==> src/rtl/baud_pkg.sv <==
package baud_pkg;

    localparam int DIV_W  = 8;
    localparam int PHASE_W = 6;

    typedef enum logic [1:0] {
        PS_DIV4  = 2'd0,
        PS_DIV16 = 2'd1,
        PS_DIV64 = 2'd2
    } presc_e;

    typedef struct packed {
        logic first;
        logic second;
    } rx_hold_t;

    function automatic presc_e presc_sel(input logic sync_mode, input logic fast);
        if (sync_mode) return PS_DIV4;
        else if (fast) return PS_DIV16;
        else           return PS_DIV64;
    endfunction

    function automatic logic [PHASE_W-1:0] presc_last(input presc_e sel);
        case (sel)
            PS_DIV4:  return PHASE_W'(3);
            PS_DIV16: return PHASE_W'(15);
            default:  return PHASE_W'(63);
        endcase
    endfunction

    function automatic logic [PHASE_W-1:0] presc_mid(input presc_e sel);
        return PHASE_W'((32'(presc_last(sel)) + 1) / 2);
    endfunction

    function automatic logic vote3(input logic a, input logic b, input logic c);
        return (a & b) | (a & c) | (b & c);
    endfunction

endpackage

==> src/rtl/baud_timer.sv <==
module baud_timer
    import baud_pkg::*;
#(
    parameter int W = DIV_W
) (
    input  logic         clk,
    input  logic         rst,
    input  logic         wr,
    input  logic [W-1:0] wdata,
    output logic         ovf
);
    logic [W-1:0] div_q;
    logic [W-1:0] cnt;

    assign ovf = (cnt == div_q);

    always_ff @(posedge clk) begin
        if (rst) begin
            div_q <= '0;
            cnt   <= '0;
        end else if (wr) begin
            div_q <= wdata;
            cnt   <= '0;
        end else if (ovf) begin
            cnt   <= '0;
        end else begin
            cnt   <= cnt + 1'b1;
        end
    end

    AST_CNT_IN_RANGE: assert property (@(posedge clk) disable iff (rst)
        cnt <= div_q);
    AST_WR_CLEARS_TIMER: assert property (@(posedge clk) disable iff (rst)
        $past(wr) |-> cnt == '0);
endmodule

==> src/rtl/baud_prescaler.sv <==
module baud_prescaler
    import baud_pkg::*;
(
    input  logic               clk,
    input  logic               rst,
    input  logic               clr,
    input  logic               ovf,
    input  presc_e             sel,
    output logic [PHASE_W-1:0] phase,
    output logic               tick
);
    logic [PHASE_W-1:0] last;

    assign last = presc_last(sel);
    assign tick = ovf && (phase >= last);

    always_ff @(posedge clk) begin
        if (rst || clr)  phase <= '0;
        else if (tick)   phase <= '0;
        else if (ovf)    phase <= phase + 1'b1;
    end

    AST_TICK_WITH_OVF: assert property (@(posedge clk) disable iff (rst)
        tick |-> ovf);
    AST_TICK_SINGLE: assert property (@(posedge clk) disable iff (rst)
        tick |=> !tick);
    AST_CLR_PHASE: assert property (@(posedge clk) disable iff (rst)
        $past(clr) |-> phase == '0);
endmodule

==> src/rtl/rx_voter.sv <==
module rx_voter
    import baud_pkg::*;
(
    input  logic clk,
    input  logic rst,
    input  logic rx_raw,
    input  logic samp_a,
    input  logic samp_b,
    input  logic samp_c,
    output logic level
);
    logic [1:0] sync_q;
    rx_hold_t   hold;

    always_ff @(posedge clk) begin
        if (rst) begin
            sync_q <= 2'b11;
            hold   <= '{first: 1'b1, second: 1'b1};
            level  <= 1'b1;
        end else begin
            sync_q <= {sync_q[0], rx_raw};
            if (samp_a) hold.first  <= sync_q[1];
            if (samp_b) hold.second <= sync_q[1];
            if (samp_c) level <= vote3(hold.first, hold.second, sync_q[1]);
        end
    end

    AST_LEVEL_HOLD: assert property (@(posedge clk) disable iff (rst)
        !$past(samp_c) |-> $stable(level));
endmodule

==> src/rtl/baud_gen.sv <==
module baud_gen
    import baud_pkg::*;
(
    input  logic             clk,
    input  logic             rst,
    input  logic             div_wr,
    input  logic [DIV_W-1:0] div_wdata,
    input  logic             mode_sync,
    input  logic             mode_fast,
    input  logic             rx_raw,
    output logic             baud_tick,
    output logic             ovs_strobe,
    output logic             rx_level
);
    presc_e             sel;
    logic [PHASE_W-1:0] phase;
    logic [PHASE_W-1:0] mid;
    logic               ovf;
    logic               samp_a, samp_b, samp_c;

    assign sel = presc_sel(mode_sync, mode_fast);
    assign mid = presc_mid(sel);

    baud_timer #(.W(DIV_W)) u_timer (
        .clk   (clk),
        .rst   (rst),
        .wr    (div_wr),
        .wdata (div_wdata),
        .ovf   (ovf)
    );

    baud_prescaler u_presc (
        .clk   (clk),
        .rst   (rst),
        .clr   (div_wr),
        .ovf   (ovf),
        .sel   (sel),
        .phase (phase),
        .tick  (baud_tick)
    );

    assign samp_a = ovf && (phase == mid - PHASE_W'(2));
    assign samp_b = ovf && (phase == mid - PHASE_W'(1));
    assign samp_c = ovf && (phase == mid);

    rx_voter u_voter (
        .clk    (clk),
        .rst    (rst),
        .rx_raw (rx_raw),
        .samp_a (samp_a),
        .samp_b (samp_b),
        .samp_c (samp_c),
        .level  (rx_level)
    );

    assign ovs_strobe = ovf;

    AST_SAMPLES_EXCLUSIVE: assert property (@(posedge clk) disable iff (rst)
        $onehot0({samp_a, samp_b, samp_c}));
endmodule

==> config.mk <==
export PLATFORM = sky130hd
export DESIGN_NAME = baud_gen
export DESIGN_NICKNAME = d
export VERILOG_FILES = /design/src/rtl/baud_pkg.sv /design/src/rtl/baud_timer.sv /design/src/rtl/baud_prescaler.sv /design/src/rtl/rx_voter.sv /design/src/rtl/baud_gen.sv
export SDC_FILE = /design/constraint.sdc
export NUM_CORES = 1
export LEC_CHECK = 0
export BUFFER_PORTS_ARGS = -buffer_cell sky130_fd_sc_hd__clkbuf_2
export CELL_PAD_IN_SITES_DETAIL_PLACEMENT = 0
export CELL_PAD_IN_SITES_GLOBAL_PLACEMENT = 1
export CORE_ASPECT_RATIO = 1.75
export CORE_MARGIN = 2
export CORE_UTILIZATION = 40
export CTS_BUF_LIST = sky130_fd_sc_hd__clkbuf_16
export CTS_CLUSTER_SIZE = 16
export DETAILED_ROUTE_END_ITERATION = 7
export PLACE_DENSITY = 0.72
export SYNTH_ARGS = -nofsm -noshare
export SYNTH_HDL_FRONTEND = slang
export SYNTH_SLANG_ARGS = --single-unit
==> constraint.sdc <==
create_clock -name clk -period 3.1 [get_ports clk]
set_input_delay 0.31 -clock clk [delete_from_list [all_inputs] [get_ports clk]]
set_output_delay 0.31 -clock clk [all_outputs]
set_load 0.01 [all_outputs]
# Word-level counts from Yosys, hierarchy flattened

Index checks and enable logic that the tools add are counted.

Reduce and logical (&&, ||, !) cells: 8
Shifts and indexed selects: 0
Add/sub/neg operators: 5
Bitwise operators: 5
Mux-type cells: 3
Div/mod/pow operators: 0
Equal/unequal tests: 5
Multiply operators: 0
$lt $le $gt $ge: 1

Operator list:

| cell                | count |
|---|---|
| $eq 6x6->1          | 3 |
| $pmux 6 s2          | 1 |
| $add 8x1->8 const B | 1 |
| $eq 8x8->1          | 1 |
| $add 6x1->7 const B | 1 |
| $add 6x1->6 const B | 1 |
| $ge 6x6->1          | 1 |
| $sub 6x1->6 const B | 1 |
| $sub 6x2->6 const B | 1 |
| $logic_and 1x1->1   | 4 |
| $mux 2              | 2 |
| $and 1x1->1         | 3 |
| $reduce_or 3->1     | 1 |
| $eq 2x1->1 const B  | 1 |
| $logic_not 2->1     | 1 |
| $or 1x1->1          | 2 |
| $reduce_or 2->1     | 1 |
| $logic_or 1x1->1    | 1 |

Bits in latches: 0
Flip-flop bits (word level): 27
ROM bits: 0
Logic and storage cells: 34
Memories: 0
Bits in writable memories: 0

# Logic depth before layout (Yosys ltp)

Gate-level depths: netlist of the first run.

Depth after elaboration: 8
Depth in mapped cells: 6
Mapped depth without buffers: 6

# Hierarchy

Synthesis of the first run repeated with hierarchy kept, for this count alone.

Cell total of the unflattened synthesis: 144
Area total of the unflattened synthesis: 1,422.6 µm²

Modules (own cells, without submodules):

| module         | cells each | times used | area each (µm²) |
|---|---|---|---|
| baud_timer     | 73         | 1          | 747.0 |
| baud_prescaler | 38         | 1          | 371.6 |
| rx_voter       | 14         | 1          | 171.4 |
| baud_gen       | 19         | 1          | 132.6 |

# Worst setup path before layout of the first run

Ideal clock, no wire load.

Kind: in2out
Start: input mode_sync
End: output baud_tick
Arrival: 1.653 ns
Data required time: 2.790 ns
Cell stages on the path: 6
Path slack: 1.137 ns
Cells stage by stage: or2_2 ha_1 o21a_1 nor2_1 nor2_1 and2_1

Word-level cells in the longest chain between the ends: 5
Elaborated cells on any way between the ends: 6
Those cells by class: order compare: 1; eq/ne: 1; mux: 2; reduce/logical: 2

Ends and longest elaborated chain:

| item                                          | RTL line             | source |
|---|---|---|
| from (decl)                                   | baud_gen.sv:8        | `input logic mode_sync,` |
| $mux 2 *                                      | baud_pkg.sv:18       | `if (sync_mode) return PS_DIV4;` |
| $eq 2x1->1 or $logic_not 2->1 (tied branches) | baud_pkg.sv:24       | `case (sel)` |
| $pmux 6 s2 *                                  | baud_pkg.sv:24       |  |
| $ge 6x6->1 *                                  | baud_prescaler.sv:15 | `assign tick = ovf && (phase >= last);` |
| $logic_and 1x1->1 *                           | baud_prescaler.sv:15 |  |
| to (decl)                                     | baud_gen.sv:11       | `output logic baud_tick,` |

Mark *: on every way between the ends. The rest lies on a longest branch, timed or not.

# Final worst setup path of the first run

Start: register u_presc.phase[0]
End: output baud_tick

Word-level cells in the longest chain between the ends: 2

Ends and longest elaborated chain:

| item                   | RTL line             | source |
|---|---|---|
| from (decl)            | baud_prescaler.sv:9  | `output logic [PHASE_W-1:0] phase,` |
| from (signal assigned) | baud_prescaler.sv:20 | `else if (ovf) phase <= phase + 1'b1;` |
| $ge 6x6->1             | baud_prescaler.sv:15 |  |
| $logic_and 1x1->1      | baud_prescaler.sv:15 |  |

No other way between the ends.

==> results of run 1 <==
## cells in the final DEF (no fill, tap or decap), types with 3 or more instances in the layout
cell,count
clkbuf_16,3
clkbuf_2,16
dfxtp_1,27
ha_1,4
mux2i_1,11
nand2_1,7
nand3_1,7
nand4_1,4
nor2_1,19
nor3_1,9
o2111ai_1,6
o211ai_1,4
or2_2,4
xnor2_1,10
xor2_1,5
## cells in the mapped netlist (2+ instances only)
master,instances,share of area [%]
nand2_1,7,1.8
o21a_1,2,1.1
o2111ai_1,6,3.7
and4_1,2,1.2
and3_1,2,0.88
or2_2,4,1.8
xnor2_1,10,6.2
xor2_1,5,3.1
nand4_1,4,1.8
clkbuf_1,6,1.6
o22ai_1,2,0.88
o21ai_0,2,0.70
mux2i_1,11,7.7
nor3b_1,2,1.1
nor4_1,2,0.88
nand3_1,7,2.5
dfxtp_1,27,38
nor3_1,9,3.2
o211ai_1,4,2.1
ha_1,4,3.5
nor2b_1,2,0.88
nor2_1,19,5.0
buf_6,2,1.6
## worst max-delay path by stage
stage / start / endpoint / slack (ns) / depth (start not counted)
detailed placement: mode_sync / baud_tick / 0.87 / 7
finish: u_presc.phase[0]$_SDFFE_PP0P_ / baud_tick / 0.66 / 6
global placement: mode_sync / baud_tick / 0.90 / 7
CTS: u_presc.phase[0]$_SDFFE_PP0P_ / baud_tick / 0.64 / 6
global route: u_presc.phase[0]$_SDFFE_PP0P_ / baud_tick / 0.52 / 6
floorplan: mode_sync / baud_tick / 1.14 / 6
## metal layers
layer	GRT usage [%]	vias up
li1	-	592
met1	15.64	551
met2	29.24	17
met4	8.571	0
met3	2.158	4
met5	0	-
## flip-flops by register name (all words and copies together) (netlist names)
name / flops
u_timer.div_q: 8
u_voter.level: 1
u_presc.phase: 6
u_voter.sync_q: 2
u_voter.hold: 2
u_timer.cnt: 8
## power breakdown
group / internal [mW] / leakage (nW) / total, mW / switching (mW)
Combinational: 0.0381 / 0.354 / 0.0906 / 0.0525
Sequential: 0.357 / 0.220 / 0.367 / 0.00937
Clock: 0.172 / 0.0423 / 0.281 / 0.108
Total: 0.568 / 0.616 / 0.738 / 0.170
## critical path, cell delays in order, from the launching register on
cell	delay (ns)
dfxtp_1	0.36
ha_1	0.28
a21o_1	0.22
a2111oi_4	0.58
nor2_1	0.12
and2_1	0.18
clkbuf_2	0.12
## metrics by stage
step	utilization, %	setup WS (ns)	std cells
4_1_cts	47.20	0.6402	213
5_1_grt	47.20	0.5164	213
2_1_floorplan	-	1.137	155
3_3_place_gp	44.88	0.9042	209
3_5_place_dp	44.88	0.8722	209
6_report	47.20	0.6603	213
## kinds of logic after synthesis
family          after synthesis  synth area share, %
flops                        27                37.96
fa+ha+maj                     5                4.218
compound gates               22                13.09
xor+xnor                     15                9.226
buf+inv                       9                3.514
simple gates                 66                24.25
mux                          11                7.733
## area by class of cell
cell class	instances	area (sq um)
multi-input combinational	119	833.3
clock buffer	3	75.07
clock inverter	1	3.754
timing repair buffer	18	95.09
sequential	27	540.5
fill	354	1794
tap	45	56.30
==> metrics.md, run 1 <==
| Metric | Value |
|---|---|
| First-pass GRT wire length | 4.961 mm |
| FMAX | 409.9 MHz |
| Antenna cell count | 0 |
| Max Cap Viol | 0 |
| Hold_buf cts | 0 |
| Row count | 28 |
| Port bufs | 16 |
| Max transition margin | 62.93% |
| Die area | 4072 sq um |
| Hold path cells | 2 |
| Power after layout | 737.7 uW |
| Pin slew with the least headroom to its limit | 0.5539 ns |
| Worst Path Arrival | 2.13 ns |
| Via/cell ratio | 5.465 |
| CTS tree | built |
| Met2 WL | 1.680 mm |
| DP Wirelength | 2.278 mm |
| Sequential share of the synthesized area | 37.96% |
| Initial antenna violation count | 0 |
| Die Y | 82.93 um |
| Fin. max-slew vios | 0 |
| Fin crit share | 78.70% |
| Via count | 1164 |
| First-pass DRT Iterations | 4 |
| Status | complete, no violations |
| Syn Nets | 173 |
| Layout area overhead | 12.65% |
| Wirelength, routed | 2.962 mm |
| Final GP Congestion | 0.8142 |
| Number of enable flip-flop cells after synthesis | 0 |
| Later-pin clock latency in the skew report | 0.26 ns |
| Async SR Flop Fraction | 0% |
| Worst endpoint required time | 2.79 ns |
| Maximum root-to-sink buffer count | 2 |
| Vias in the first global route | 1151 |
| Post-layout nets | 187 |
| Post_cts resized | 0 |
| Yosys cell types | 37 |
| Final Hold Viols | 0 |
| P per Cell Area | 459.9 nW/um^2 |
| Syn Area/Cell | 9.186 sq um |
| Top routing layer used | met4 |
| CP Launch Type | flip-flop |
| Initial drt markers | 17 |
| Clock Tree Root | clkbuf_16 |
| Top FF cell, synth | dfxtp_1 |
| Fin Setup TNS | 0 ns |
| Layout cells sized above 1 | 16.67% |
| DP Area | 1525 sq um |
| Flop2flop setup slack | 1.18 ns |
| Htree depth | 1 |
| Critical-path maximum fanout | 9 |
| Gate Count Post-Synth | 155 |
| DRC errors left | 0 |
| WHS Endpoint | u_voter.sync_q[0]$_SDFF_PP1_ |
| Antenna viol nets, final | 0 |
| Yosys warnings | 0 |
| Setup Fix Bufs, Post-CTS | 0 |
| Fin area | 1604 sq um |
| R2r endpoint | u_presc.phase[0]$_SDFFE_PP0P_ |
| Pin count of the biggest net entering global routing | 19 |
| Reg-to-Reg Start | u_presc.phase[0]$_SDFFE_PP0P_ |
| Final Skew | 0.003790 ns |
| Post-synthesis cell area | 1424 sq um |
| Initial core utilization | 41.90% |
| Post-layout minimum cycle time | 2.440 ns |
| Met3 wire len | 61 um |
| Total track usage | 15.54% |
| Final setup fails | 0 |
| Core Region | 3398 sq um |
| Clock buffer count from CTS | 3 |
| P_leak | 0.6165 nW |
| R2R cell count | 5 |
| Crit Path Category | flip-flop to output pin |
| Post-Route M1 WL | 1.159 mm |
| Min-delay worst type | primary input to flip-flop |
| Top-Level Pins | 17 |
| FF+latch count, synth | 27 |
| Clk slew on worst S/H paths | 0.06 ns |
| RSZ-0062 raised after global routing | false |
| Drt wl/cell | 13.91 um |
| Tightest hold margin | 0.2384 ns |
| Congestion Overflow GR | 0 |
| Clk sinks | 27 |
| Worst Hold Launch | rx_raw |
| Die W | 49.10 um |
| Worst VDD drop | 0.0003659 V |
| Crit path capture type | output pin |
Power figures use the tool's default switching activity.
==> inputs of run 2 (changes only) <==
Settings changed: CORE_UTILIZATION 40 to 39, PLACE_DENSITY 0.72 to 0.73.
Clock period 3.1 ns to 2.2 ns, I/O delays scaled along.
==> run 2 against run 1 <==
Die area grew 2.4%. Global-route usage grew 1.2 points. Sequential share of layout area shrank 0.49 points. Register-to-register slack lost 0.72 ns. Critical path type unchanged. Critical endpoint unchanged. Largest cell class unchanged. Largest power group unchanged.
==> metrics.md, run 2 (same netlist as run 1, synthesis figures left out) <==
| Metric | Value |
|---|---|
| P_leak | 0.6285 nW |
| Htree depth | 1 |
| CTS tree | built |
| Die area | 4169 sq um |
| Row count | 29 |
| Initial antenna violation count | 0 |
| Antenna cell count | 0 |
| Final Skew | 0.0009482 ns |
| Final setup fails | 0 |
| R2R cell count | 4 |
| Layout area overhead | 14.59% |
| Later-pin clock latency in the skew report | 0.26 ns |
| Min-delay worst type | primary input to flip-flop |
| Antenna viol nets, final | 0 |
| Most frequent cells in the layout | dfxtp_1, nor2_1, clkbuf_2 |
| First-pass GRT wire length | 5.478 mm |
| Biggest regs | u_timer.cnt x8, u_timer.div_q x8, u_presc.phase x6 |
| Drt wl/cell | 14.34 um |
| Layout cells sized above 1 | 19.30% |
| Final Hold Viols | 0 |
| WHS Endpoint | u_voter.sync_q[0]$_SDFF_PP1_ |
| First-pass DRT Iterations | 4 |
| Final GP Congestion | 0.8172 |
| Status | complete, no violations |
| Clock buffer count from CTS | 3 |
| Die Y | 83.93 um |
| Die W | 49.68 um |
| Initial drt markers | 41 |
| Top-Level Pins | 17 |
| Util after Layout | 45.88% |
| Vias in the first global route | 1234 |
| Crit path capture type | output pin |
| Pin count of the biggest net entering global routing | 19 |
| RSZ-0062 raised after global routing | false |
| Flop2flop setup slack | 0.46 ns |
| CP Launch Type | flip-flop |
| Clk slew on worst S/H paths | 0.06 ns |
| Post-layout nets | 190 |
| Port bufs | 16 |
| Post-layout minimum cycle time | 2.037 ns |
| Fin crit share | 92.58% |
| Clk sinks | 27 |
| Worst endpoint required time | 1.98 ns |
| Critical-path maximum fanout | 7 |
| P per Cell Area | 648.9 nW/um^2 |
| Congestion Overflow GR | 0 |
| Maximum root-to-sink buffer count | 2 |
| DRC errors left | 0 |
| Worst Path Arrival | 1.82 ns |
| Worst VDD drop | 0.0005795 V |
| Via count | 1185 |
| Pin slew with the least headroom to its limit | 0.5463 ns |
| Total track usage | 16.70% |
| R2r endpoint | u_voter.level$_SDFFE_PP1P_ |
| Most common cell after layout, fill and taps aside | dfxtp_1 |
| Initial core utilization | 40.04% |
| Via/cell ratio | 5.461 |
| Fin. max-slew vios | 0 |
| Hold path cells | 2 |
| Hold_buf cts | 0 |
| Wirelength, routed | 3.111 mm |
| Core Region | 3556 sq um |
| Max transition margin | 63.44% |
| Max Cap Viol | 0 |
| DP Wirelength | 2.358 mm |
| FMAX | 491.0 MHz |
| Worst Hold Launch | rx_raw |
| Clock Tree Root | clkbuf_16 |
| Crit Path Category | flip-flop to output pin |
| Fin Setup TNS | 0 ns |
| Reg-to-Reg Start | u_presc.phase[5]$_SDFFE_PP0P_ |
[run 2: cell count changes in the layout (fill, tap and decap cells not counted)]
| cell | delta |
|---|---|
| buf_4 | +3 |
| dfxtp_1 | -1 |
| dfxtp_2 | +1 |
| ha_1 | -1 |
| ha_2 | +1 |
[run 2: worst max-delay path: stages (launching register included)]
cell and delay [ns]:
dfxtp_1 0.36, ha_2 0.24, o21a_1 0.20, a2111oi_4 0.34
nor2_1 0.12, and2_1 0.17, clkbuf_2 0.12
[run 2: worst max-delay path by stage]
stage	slack, ns	endpoint	from	depth (start not counted)
2_1_floorplan	0.34	u_voter.level$_SDFFE_PP1P_	mode_sync	5
3_3_place_gp	0.15	u_voter.level$_SDFFE_PP1P_	mode_sync	6
3_5_place_dp	0.12	u_voter.level$_SDFFE_PP1P_	mode_sync	6
4_1_cts	0.07	baud_tick	u_presc.phase[0]$_SDFFE_PP0P_	6
5_1_grt	0.03	baud_tick	u_presc.phase[0]$_SDFFE_PP0P_	6
6_report	0.16	baud_tick	u_presc.phase[0]$_SDFFE_PP0P_	6
[run 2: through the flow]
stage	area, sq um	instances	power, mW	setup slack [ns]	hold slack (ns)
final	1632	217	1.059	0.1632	0.1344
after global routing	1632	217	1.112	0.02713	0.1391
after CTS	1628	217	1.070	0.06540	0.1318
after detailed placement	1549	213	0.6591	0.1245	0.4052
after global placement	1549	213	0.6568	0.1542	0.3932
after floorplan	1424	155	0.6158	0.3363	0.3238
[run 2: layout make-up]
| cell class | instances | area [sq um] |
|---|---|---|
| clock buffers | 3 | 75.07 |
| well taps | 46 | 57.56 |
| repair buffers | 21 | 117.6 |
| multi-input cells | 119 | 835.8 |
| flip-flops and latches | 27 | 541.8 |
| clock inverters | 1 | 3.754 |
| fillers | 374 | 1924 |
[run 2: routing by layer]
| layer | wire, um | part of all wire (%) | GRT usage [%] | up-vias |
|---|---|---|---|---|
| li1 | - | - | - | 601 |
| met1 | 1232 | 40 | 17.94 | 550 |
| met2 | 1686 | 54 | 29.94 | 24 |
| met3 | 87 | 2.8 | 2.688 | 10 |
| met4 | 105 | 3.4 | 9.091 | 0 |
| met5 | 0 | 0 | 0 | - |
[run 2: power by group]
group	switching [mW]	internal, mW
clock network	0.168	0.244
logic	0.0741	0.0569
registers	0.0132	0.503
total	0.255	0.804
[run 2: repair_timing]
action,in CTS,in global routing
endpoints found under the hold margin,0,0
setup buffers,0,0
setup endpoints to repair,0,1
resized for setup,0,2
